[config.mk]
export PLATFORM = sky130hd
export DESIGN_NAME = sm3_step_unit
export DESIGN_NICKNAME = d
export VERILOG_FILES = /design/src/rtl/sm3_pkg.sv /design/src/rtl/sm3_step_ctrl.sv /design/src/rtl/sm3_step_datapath.sv /design/src/rtl/sm3_step_unit.sv
export SDC_FILE = /design/constraint.sdc
export NUM_CORES = 1
export LEC_CHECK = 0
export BUFFER_PORTS_ARGS = -buffer_cell sky130_fd_sc_hd__buf_4
export CAP_MARGIN = 20
export CORE_AREA = 2 2 253 255
export DETAILED_ROUTE_END_ITERATION = 8
export DIE_AREA = 0 0 255 257
export PLACE_DENSITY = 0.54
export SYNTH_ARGS = -nofsm -noshare
export SYNTH_HDL_FRONTEND = slang
export SYNTH_SLANG_ARGS = --single-unit
[constraint.sdc]
create_clock -name clk -period 6.69 [get_ports clk]
set_input_delay 0 -clock clk [delete_from_list [all_inputs] [get_ports clk]]
set_output_delay 0 -clock clk [all_outputs]
set_load 0.01 [all_outputs]
[src/rtl/sm3_pkg.sv]
package sm3_pkg;
  parameter int WORD_W = 32;
  parameter int LANES  = 4;
  localparam int VEC_W = WORD_W * LANES;
  localparam int IDX_W = $clog2(LANES);

  // rotation amounts of the step and combine paths
  localparam int ROT_D3   = 20;
  localparam int ROT_W1_A = 23;
  localparam int ROT_W1_B = 13;
  localparam int ROL_P1   = 9;
  localparam int ROL_P2   = 17;
  localparam int ROT_N3   = 20;
  localparam int ROT_FIN  = 25;

  typedef logic [WORD_W-1:0] word_t;

  typedef struct packed {
    logic load;   // capture a new result this edge
    logic hold;   // result must stay put this edge
  } strobe_t;

  function automatic word_t rotr(word_t x, int unsigned s);
    return (x >> s) | (x << (WORD_W - s));
  endfunction

  function automatic word_t rotl(word_t x, int unsigned s);
    return (x << s) | (x >> (WORD_W - s));
  endfunction
endpackage

[src/rtl/sm3_step_ctrl.sv]
module sm3_step_ctrl
  import sm3_pkg::*;
(
  input  logic    clk,
  input  logic    rst,
  input  logic    inValid,
  input  logic    outReady,
  output logic    inReady,
  output logic    outValid,
  output strobe_t strobe
);
  logic validQ;

  assign inReady     = !validQ || outReady;
  assign strobe.load = inValid && inReady;
  assign strobe.hold = validQ && !outReady;
  assign outValid    = validQ;

  always_ff @(posedge clk) begin
    if (rst)              validQ <= 1'b0;
    else if (strobe.load) validQ <= 1'b1;
    else if (outReady)    validQ <= 1'b0;
  end

  // accepted request shows up next edge
  assert_accept_to_valid_R10: assert property (@(posedge clk) disable iff (rst)
    (inValid && inReady) |=> outValid);
  // blocked output stays valid
  assert_valid_held_R10: assert property (@(posedge clk) disable iff (rst)
    (outValid && !outReady) |=> outValid);
  // backpressure reaches the input
  assert_backpressure_R10: assert property (@(posedge clk) disable iff (rst)
    (outValid && !outReady) |-> !inReady);
  // nothing valid right after reset
  assert_reset_idle_R1: assert property (@(posedge clk)
    rst |=> !outValid);
endmodule

[src/rtl/sm3_step_datapath.sv]
module sm3_step_datapath
  import sm3_pkg::*;
(
  input  logic             clk,
  input  logic             rst,
  input  strobe_t          strobe,
  input  logic [VEC_W-1:0] stateIn,
  input  logic [VEC_W-1:0] nIn,
  input  logic [VEC_W-1:0] mIn,
  input  logic [VEC_W-1:0] aIn,
  input  logic [1:0]       opSel,
  input  logic [IDX_W-1:0] wordIdx,
  input  logic             combineMode,
  output logic [VEC_W-1:0] result
);
  word_t dW [LANES];
  word_t nW [LANES];
  word_t mW [LANES];
  word_t aW [LANES];

  for (genvar g = 0; g < LANES; g++) begin : gUnpack
    assign dW[g] = stateIn[g*WORD_W +: WORD_W];
    assign nW[g] = nIn[g*WORD_W +: WORD_W];
    assign mW[g] = mIn[g*WORD_W +: WORD_W];
    assign aW[g] = aIn[g*WORD_W +: WORD_W];
  end

  word_t fVal, tSum, uSum, tFin, newW1, combSum, combWord;
  logic [VEC_W-1:0] stepVec, combVec, nextVec;

  // boolean mixing function
  always_comb begin
    unique case (opSel)
      2'd1:    fVal = (dW[3] & dW[2]) | (dW[3] & dW[1]) | (dW[2] & dW[1]);
      2'd3:    fVal = (dW[3] & dW[2]) | (~dW[3] & dW[1]);
      default: fVal = dW[3] ^ dW[2] ^ dW[1];
    endcase
  end

  // sum and finishing stage
  always_comb begin
    tSum = fVal + dW[0] + mW[wordIdx];
    uSum = tSum + nW[3];
    if (!opSel[1]) begin
      tFin  = tSum + (nW[3] ^ rotr(dW[3], ROT_D3));
      newW1 = rotr(dW[2], ROT_W1_A);
    end else begin
      tFin  = uSum ^ rotl(uSum, ROL_P1) ^ rotl(uSum, ROL_P2);
      newW1 = rotr(dW[2], ROT_W1_B);
    end
    stepVec = {tFin, dW[3], newW1, dW[1]};
  end

  // combine operation on the top words
  always_comb begin
    combSum  = rotr(nW[LANES-1], ROT_N3) + mW[LANES-1] + aW[LANES-1];
    combWord = rotr(combSum, ROT_FIN);
    combVec  = '0;
    combVec[VEC_W-1 -: WORD_W] = combWord;
  end

  assign nextVec = combineMode ? combVec : stepVec;

  always_ff @(posedge clk) begin
    if (rst)              result <= '0;
    else if (strobe.load) result <= nextVec;
  end

  // result frozen while the consumer stalls
  assert_hold_stable_R10: assert property (@(posedge clk) disable iff (rst)
    (strobe.hold && !strobe.load) |=> $stable(result));
  // combine mode clears the lower words
  assert_combine_low_zero_R9: assert property (@(posedge clk) disable iff (rst)
    (strobe.load && combineMode) |=> (result[VEC_W-WORD_W-1:0] == '0));
  // word shift of the state
  assert_word_shift_R8: assert property (@(posedge clk) disable iff (rst)
    (strobe.load && !combineMode) |=>
      (result[WORD_W-1:0] == $past(stateIn[2*WORD_W-1:WORD_W]) &&
       result[3*WORD_W-1:2*WORD_W] == $past(stateIn[4*WORD_W-1:3*WORD_W])));
endmodule

[src/rtl/sm3_step_unit.sv]
module sm3_step_unit
  import sm3_pkg::*;
(
  input  logic               clk,
  input  logic               rst,
  input  logic               inValid,
  output logic               inReady,
  input  logic [VEC_W-1:0]   stateIn,
  input  logic [VEC_W-1:0]   nIn,
  input  logic [VEC_W-1:0]   mIn,
  input  logic [VEC_W-1:0]   aIn,
  input  logic [1:0]         opSel,
  input  logic [IDX_W-1:0]   wordIdx,
  input  logic               combineMode,
  output logic               outValid,
  input  logic               outReady,
  output logic [VEC_W-1:0]   result
);
  strobe_t strobe;

  sm3_step_ctrl u_ctrl (
    .clk(clk), .rst(rst), .inValid(inValid), .outReady(outReady),
    .inReady(inReady), .outValid(outValid), .strobe(strobe)
  );

  sm3_step_datapath u_dp (
    .clk(clk), .rst(rst), .strobe(strobe),
    .stateIn(stateIn), .nIn(nIn), .mIn(mIn), .aIn(aIn),
    .opSel(opSel), .wordIdx(wordIdx), .combineMode(combineMode),
    .result(result)
  );
endmodule

==> qor.txt, run 1 <==
Via count: 17700
CP Data Required Time: 7.06 ns
Register-to-Register Path Depth: 6
Worst hold path depth: 5
Post-Synth Simple-Gate Area: 14.2%
CP max stage cell: dlygate4sd3_1
Setup TNS: 0 ns
Postcts setup bufs: 0
Standby leakage power: 10.9 nW
HPWL Detailed: 73400 µm
Antenna-violating nets left: 0
Total of warnings raised by yosys: 0
CTS tree: done
Least-Margin Pin Slew: 1.23 ns
TritonCTS Buffers: 17
Clk sinks: 129
Residual DRC: 0
Final setup skew: 0.0162 ns
Largest area contributor in the netlist: dfxtp_1
Largest family of logic cells by synthesized area: adder cells
Number of fill cells in the layout: 6571
Fin crit share: 95.1%
EDFF count, synth: 0
Die area: 65500 µm²
Critical Path Start Type: input port
GPL Wtd Cong: 0.915
End of the worst hold path: u_dp.result[37]$_SDFFE_PP0P_
Clk slew on worst S/H paths: 0.07 ns
Clock buffer depth: 2
Cells after Synth: 1964
Crit path DAT: 6.73 ns
Most common cell in the netlist: a21oi_1
DR iter-0 viols: 1356
I/O pins: 651
Fin. Hold Viols: 0
Area of the multi-input gates: 12900 µm²
Largest net degree at the start of global routing: 203
Most common cell on crit path: a21o_1
#FFs+latches synth: 129
Final WL: 85300 µm
Register area: 2580 µm²
Status: finished clean
Dpl ws: -0.309 ns
Drt wl/cell: 24.6 µm
Pwr dens: 514 nW/µm²
Post-synth top cells: 211 x a21oi_1, 177 x nor2_1, 140 x inv_1
Root Buffer: clkbuf_16
Post-Syn Nets: 2706
Vias in the first global route: 17700
Ratio of cells with drive above 1 in the final layout: 28.9%
Largest cells by area after synthesis: dfxtp_1 16%, fa_1 12%, ha_1 9.5%
Max cap viols: 0
Final setup margin: 0.328 ns
Ys flop type: dfxtp_1
First-pass GRT wire length: 120000 µm
Post-synth cell types: 75
Gr usage total: 25.5%
Core Area: 62700 µm²
Area share of fa/ha/maj cells after synthesis: 21.5%
Crit Path Class: in2reg
Top cell type's share of synthesized area: 15.9%
Max Clock Freq: 0.157 GHz
CP endpoint kind: register
Final slew viol count: 0
VDD IR max: 350 µV
Relative slew slack: 18.2%
CP Max Fanout: 3
Vias per inst: 5.09
Max incr delay on CP: 0.59 ns
Die W: 255 µm
R2r setup slk: 4.59 ns
Synth Area in Compound Gates: 21.3%
Remaining global-route overflow: 0
R2r endpoint: u_dp.result[102]$_SDFFE_PP0P_
Post-DP Area: 21900 µm²
Hold_ws: 0.0148 ns
Mapped cell area: 16200 µm²
Initial antenna violation count: 6
Area Overhead vs Synth: 42.4%
Synth async-reset ratio: 0%
Crit path time final: 6.36 ns
Part of the Yosys area used for sequential elements: 15.9%
Starting density of the core: 25.9%
Post-synthesis area per instance: 8.27 µm²
Standard-cell rows: 92
Xor-xnor portion of the synthesized cell area: 11.0%
H-tree depth: 4
Proportion of synthesized area in mux cells: 10.6%
Worst hold path type: in2reg
Final Setup Violations: 0
Hold Startpoint: stateIn[92]
Die Y: 257 µm
Utilization after layout: 36.9%
Clock Latency Late Sink: 0.49 ns
DRT Pass-1 Iters: 5
IO buf count: 458
Worst R2R Start: u_ctrl.outValid$_SDFFE_PP0P_
Design area: 23100 µm²
Nets: 3346
-- critical path, delay by kind of cell --
family / cells / cell delay, ns
AO/OA/AOI/OAI: 17 / 3.66
buffers and inverters: 5 / 1.07
AND/OR/NAND/NOR: 3 / 0.21
adder cells (fa/ha/maj): 4 / 1.38
XOR/XNOR: 2 / 0.33
multiplexers: 1 / 0.10
-- layer usage --
layer	vias up	track usage (%)	routed length [µm]	share of wire, %
li1	8278	-	-	-
met1	8606	33.7	37200	44
met2	689	41.9	40000	47
met3	89	5.29	5910	6.9
met4	4	7.12	2250	2.6
met5	-	0	29	0.034
-- worst max path at each step --
| stage | from | end | slack (ns) | cells past startpoint |
|---|---|---|---|---|
| after floorplan | opSel[1] | u_dp.result[104]$_SDFFE_PP0P_ | 0.19 | 31 |
| after global placement | stateIn[97] | u_dp.result[125]$_SDFFE_PP0P_ | -0.26 | 31 |
| after detailed placement | stateIn[33] | u_dp.result[102]$_SDFFE_PP0P_ | -0.31 | 31 |
| after CTS | stateIn[33] | u_dp.result[102]$_SDFFE_PP0P_ | 0.14 | 31 |
| after global routing | stateIn[68] | u_dp.result[104]$_SDFFE_PP0P_ | -0.009 | 33 |
| final | stateIn[102] | u_dp.result[124]$_SDFFE_PP0P_ | 0.33 | 32 |
-- kinds of logic after synthesis --
kind of cell             after synthesis
AO/OA/AOI/OAI                        543
XOR/XNOR                             202
adder cells (fa/ha/maj)              221
buffers and inverters                230
flip-flops                           129
multiplexers                         132
AND/OR/NAND/NOR                      507
-- state kept, by name, indices dropped and copies added (netlist names) --
register         count
u_ctrl.outValid      1
u_dp.result        128
-- placed cells by master, fill, tap and decap left out, types with 10 or more instances in the layout --
master,n
a211oi_1,32
a21o_1,62
a21oi_1,210
a221oi_1,10
a31oi_1,10
and3_1,24
buf_4,658
clkbuf_16,17
dfxtp_1,129
dlygate4sd3_1,51
fa_1,98
ha_1,123
inv_1,140
mux2i_1,100
mux4_2,32
nand2_1,97
nand2b_1,15
nand3_1,19
nor2_1,177
nor2b_1,10
nor3_1,126
o21a_1,23
o21ai_0,89
o21bai_1,14
xnor2_1,114
xor2_1,83
-- through the flow --
stage	total power, mW	cells
after global placement	10.6	3380
after detailed placement	10.6	3380
final	11.9	3468
after floorplan	6.68	1964
after CTS	11.7	3463
after global routing	12.6	3464
-- what timing repair did --
action | CTS | global route
hold buffers | 51 | 0
gates resized for setup | 0 | 19
hold endpoints to repair | 57 | 0
setup endpoints to repair | 0 | 27
-- layout make-up --
class	count	area share (%)
Clock buffer	17	1.84
Multi-Input combinational cell	1605	55.6
Inverter	140	2.27
Clock inverter	15	0.746
Timing Repair Buffer	711	23.7
Antenna cell	5	0.0541
Tap cell	846	4.58
Sequential cell	129	11.2
-- power by group --
group / total [mW] / switching, mW / leakage (nW) / internal [mW]
sequential: 0.935 / 0.0736 / 1.06 / 0.861
clock: 1.00 / 0.473 / 0.292 / 0.530
combinational: 9.95 / 5.43 / 9.54 / 4.52
Note: power is estimated with default switching activity, not from simulation.
==> run 2: changes to the inputs <==
Settings changed: CORE_AREA 2 2 253 255 to 2 2 256 258, DIE_AREA 0 0 255 257 to 0 0 258 260, PLACE_DENSITY 0.54 to 0.53.
==> run 2 against run 1 <==
Compared with the run above: worst hold slack improved by 0.0041 ns; flip-flop and latch count did not move; first-iteration DRC count rose by 3.9%; largest power group unchanged; critical endpoint is now u_dp.result[127]$_SDFFE_PP0P_; largest cell class unchanged.
==> qor.txt, run 2 (synthesized netlist as in run 1, its figures left out) <==
VDD IR max: 273 µV
Initial antenna violation count: 7
TritonCTS Buffers: 17
First-pass GRT wire length: 121000 µm
Most common cell on crit path: buf_4
Nets: 3337
Pwr dens: 509 nW/µm²
Max cap viols: 0
CP Data Required Time: 7.03 ns
CP endpoint kind: register
Vias in the first global route: 17500
Critical Path Start Type: input port
Fin crit share: 96.7%
DR iter-0 viols: 1409
Final setup margin: 0.220 ns
Area Overhead vs Synth: 42.5%
Vias per inst: 5.13
RSZ-0062 raised after global routing: no
Via count: 17800
Hold_ws: 0.0189 ns
Crit path time final: 6.47 ns
Worst hold path depth: 2
Crit Path Class: in2reg
Clk sinks: 129
Worst hold path type: in2reg
Residual DRC: 0
CTS tree: done
Drt wl/cell: 25.0 µm
Starting density of the core: 25.3%
Utilization after layout: 36.1%
Die Y: 260 µm
Standby leakage power: 10.8 nW
Dpl ws: -0.0624 ns
Status: finished clean
CP max stage cell: dlygate4sd3_1
Core Area: 64100 µm²
Final Setup Violations: 0
Final setup skew: 0.00654 ns
Max Clock Freq: 0.155 GHz
CP Max Fanout: 6
Clock Latency Late Sink: 0.49 ns
IO buf count: 458
Gr usage total: 25.2%
Biggest register: u_dp.result
Antenna-violating nets left: 0
Clock buffer depth: 2
Die W: 258 µm
Least-Margin Pin Slew: 1.19 ns
DRT Pass-1 Iters: 5
HPWL Detailed: 74100 µm
Final slew viol count: 0
Ratio of cells with drive above 1 in the final layout: 28.1%
Crit path DAT: 6.81 ns
Max FFs per register: 128
I/O pins: 651
Largest net degree at the start of global routing: 194
Root Buffer: clkbuf_16
Most common cell after layout, fill and taps aside: buf_4
Final Power: 11.8 mW
Standard-cell rows: 93
Fin. Hold Viols: 0
Max incr delay on CP: 0.55 ns
Final WL: 86800 µm
Register-to-Register Path Depth: 7
Die area: 67100 µm²
Most frequent cells in the layout: 629 x buf_4, 211 x a21oi_1, 177 x nor2_1
Remaining global-route overflow: 0
GPL Wtd Cong: 0.970
Relative slew slack: 20.8%
H-tree depth: 4
Clk slew on worst S/H paths: 0.07 ns
run 2: cell type report:
type,count,area (µm²)
flip-flops and latches,129,2580
fillers,6721,41000
repair buffers,702,5460
diodes,2,5.00
multi-input cells,1605,12900
inverters,140,526
well taps,855,1070
clock inverters,15,173
clock buffers,17,425
run 2: stage by stage:
| step | TNS, ns | cell area [µm²] | cells |
|---|---|---|---|
| after floorplan | 0 | 16200 | 1964 |
| after global placement | -0.0954 | 21700 | 3358 |
| after detailed placement | -0.0787 | 21700 | 3359 |
| after CTS | 0 | 23000 | 3462 |
| after global routing | 0 | 23100 | 3463 |
| final | 0 | 23200 | 3465 |
run 2: critical path: cells and delay by family:
family / cells / cell delay [ns]
buf+inv: 9 / 1.57
compound gates: 12 / 2.67
fa+ha+maj: 4 / 1.59
xor+xnor: 3 / 0.47
mux: 1 / 0.13
simple gates: 5 / 0.41
run 2: path summary, 6_finish.rpt:
path / startpoint / slack, ns / end
worst max-delay path: stateIn[35] / 0.22 / u_dp.result[127]$_SDFFE_PP0P_
worst min-delay path: combineMode / 0.02 / u_dp.result[101]$_SDFFE_PP0P_
worst min register to register: u_dp.result[98]$_SDFFE_PP0P_ / 0.46 / u_dp.result[98]$_SDFFE_PP0P_
worst max register to register: u_ctrl.outValid$_SDFFE_PP0P_ / 4.11 / u_dp.result[87]$_SDFFE_PP0P_
run 2: report_power, final:
part | switching [mW] | total (mW) | internal (mW) | leakage, nW
combinational | 5.41 | 9.85 | 4.44 | 9.51
clock | 0.480 | 1.01 | 0.530 | 0.280
sequential | 0.0686 | 0.930 | 0.861 | 1.06
run 2: routing by layer:
metal  global-route usage [%]  share of wire, %  vias to the layer above
li1                         -                 -                     8254
met2                     41.3                46                      703
met4                     8.49               3.2                        6
met5                        0             0.047                        -
met3                     5.69               7.0                      133
met1                     32.5                43                     8663
run 2: repair_timing:
item | CTS | global route
setup buffers | 0 | 1
hold buffers | 71 | 0
endpoints found under the hold margin | 79 | 0
setup endpoints to repair | 0 | 20
gates resized for setup | 0 | 18
==> run 3: changes to the inputs <==
Settings changed: CTS_CLUSTER_SIZE set to 20, REMOVE_ABC_BUFFERS set to 1.
==> run 3 against run 2 <==
Compared with the run above: via count fell by 0.18%; global-route usage is 0.11 points lower; sequential share of layout area is 0.24 points lower; largest cell class unchanged; clock skew up 0.0059 ns; critical path type unchanged.
==> qor.txt, run 3 (synthesized netlist as in run 1, its figures left out) <==
Status: finished clean
Root Buffer: clkbuf_16
CTS tree: done
Largest net degree at the start of global routing: 182
Clk slew on worst S/H paths: 0.07 ns
Max cap viols: 0
Max FFs per register: 128
Most frequent cells in the layout: 661 x buf_4, 209 x a21oi_1, 176 x nor2_1
IO buf count: 458
Vias per inst: 5.02
Most common cell on crit path: buf_4
CP endpoint kind: register
Worst hold path type: in2reg
DRT Pass-1 Iters: 5
Standard-cell rows: 93
Core Area: 64100 µm²
Least-Margin Pin Slew: 1.08 ns
Die area: 67100 µm²
Standby leakage power: 11.1 nW
Crit Path Class: in2reg
Initial antenna violation count: 10
Ratio of cells with drive above 1 in the final layout: 28.5%
Sw Ratio: 49.6%
Utilization after layout: 36.9%
Fin crit share: 95.2%
Final Power: 11.8 mW
Most common cell after layout, fill and taps aside: buf_4
CP max stage cell: dlygate4sd3_1
Fin. Hold Viols: 0
Clock buffer depth: 2
Vias in the first global route: 17900
Drt wl/cell: 24.2 µm
Crit path DAT: 6.74 ns
GPL Wtd Cong: 0.949
Die Y: 260 µm
H-tree depth: 4
Pwr dens: 499 nW/µm²
Biggest register: u_dp.result
Via count: 17700
Crit path time final: 6.37 ns
Residual DRC: 0
Final Setup Violations: 0
Antenna-violating nets left: 0
I/O pins: 651
Combinational Power Share: 83.6%
Final slew viol count: 0
CP Data Required Time: 7.06 ns
First-pass GRT wire length: 122000 µm
Clk sinks: 129
HPWL Detailed: 73100 µm
Gr usage total: 25.0%
VDD IR max: 382 µV
Sw power: 5.86 mW
Clock Latency Late Sink: 0.50 ns
Area Overhead vs Synth: 45.7%
Remaining global-route overflow: 0
Starting density of the core: 25.3%
Int Power: 5.94 mW
TritonCTS Buffers: 17
CP Buf/Inv Count: 8
Critical Path Start Type: input port
Max Clock Freq: 0.157 GHz
Sequential power share: 7.8%
Final setup skew: 0.0124 ns
DR iter-0 viols: 1207
CP Max Fanout: 3
Number of fill cells in the layout: 6668
Nets: 3399
Die W: 258 µm
Clk pwr share: 8.5%
Max incr delay on CP: 0.56 ns
Hold_ws: 0.0264 ns
CP top delay family: compound AO/OA/AOI/OAI gates
Relative slew slack: 27.7%
RSZ-0062 raised after global routing: no
Final WL: 85400 µm
[run 3: worst reg2reg max path, cell delays in order (launching register included)]
cell and delay (ns):
dfxtp_1 0.31, nand2b_1 0.18, nand2_4 0.28, nor2_1 0.75
nand2_1 0.34, o221ai_1 0.26, a21oi_1 0.06
[run 3: layout make-up]
type	instances	area [µm²]	area share, %
Multi-Input combinational cell	1605	12800	54.3
Sequential cell	129	2580	10.9
Antenna cell	4	10.0	0.0423
Inverter	140	526	2.22
Tap cell	855	1070	4.52
Clock inverter	15	173	0.730
Timing Repair Buffer	764	6030	25.5
Clock buffer	17	425	1.80
[run 3: metal layers]
layer	global-route usage, %	up-vias	wire length (µm)
li1	-	8380	-
met1	32.9	8667	38700
met2	41.0	587	39200
met3	5.67	85	5220
met4	7.19	8	2260
met5	0	-	52
[run 3: stage by stage]
step                      setup WS (ns)  instances  setup TNS, ns  cell area, µm²
after floorplan                   0.823       1874              0           15900
after global placement           -0.204       3393         -0.262           22000
after detailed placement         -0.184       3393         -0.191           22000
after CTS                       0.00398       3524              0           23600
after global routing             0.0284       3526              0           23700
final                             0.321       3529              0           23700
[run 3: power by group through the flow]
| stage | Combinational, mW | Sequential, mW | Clock [mW] |
|---|---|---|---|
| floorplan | 5.66 | 0.965 | 0 |
| global placement | 9.61 | 0.940 | 0 |
| detailed placement | 9.63 | 0.943 | 0 |
| CTS | 9.73 | 0.926 | 1.03 |
| global route | 10.6 | 0.936 | 1.06 |
| finish | 9.87 | 0.925 | 1.01 |
[run 3: what timing repair did]
action,4_1_cts,5_1_grt
hold buffers,99,0
endpoints found under the setup margin,0,16
hold endpoints to repair,91,0
buffers inserted,0,1
gates resized for setup,0,14
[run 3: path summary, 6_finish.rpt]
path | start | to | slack [ns] | cells after the start
hold reg to reg | u_dp.result[102]$_SDFFE_PP0P_ | u_dp.result[102]$_SDFFE_PP0P_ | 0.47 | 2
setup / recovery | stateIn[105] | u_dp.result[124]$_SDFFE_PP0P_ | 0.32 | 31
setup reg to reg | u_ctrl.outValid$_SDFFE_PP0P_ | u_dp.result[127]$_SDFFE_PP0P_ | 4.36 | 6
hold / removal | stateIn[83] | u_dp.result[38]$_SDFFE_PP0P_ | 0.03 | 5
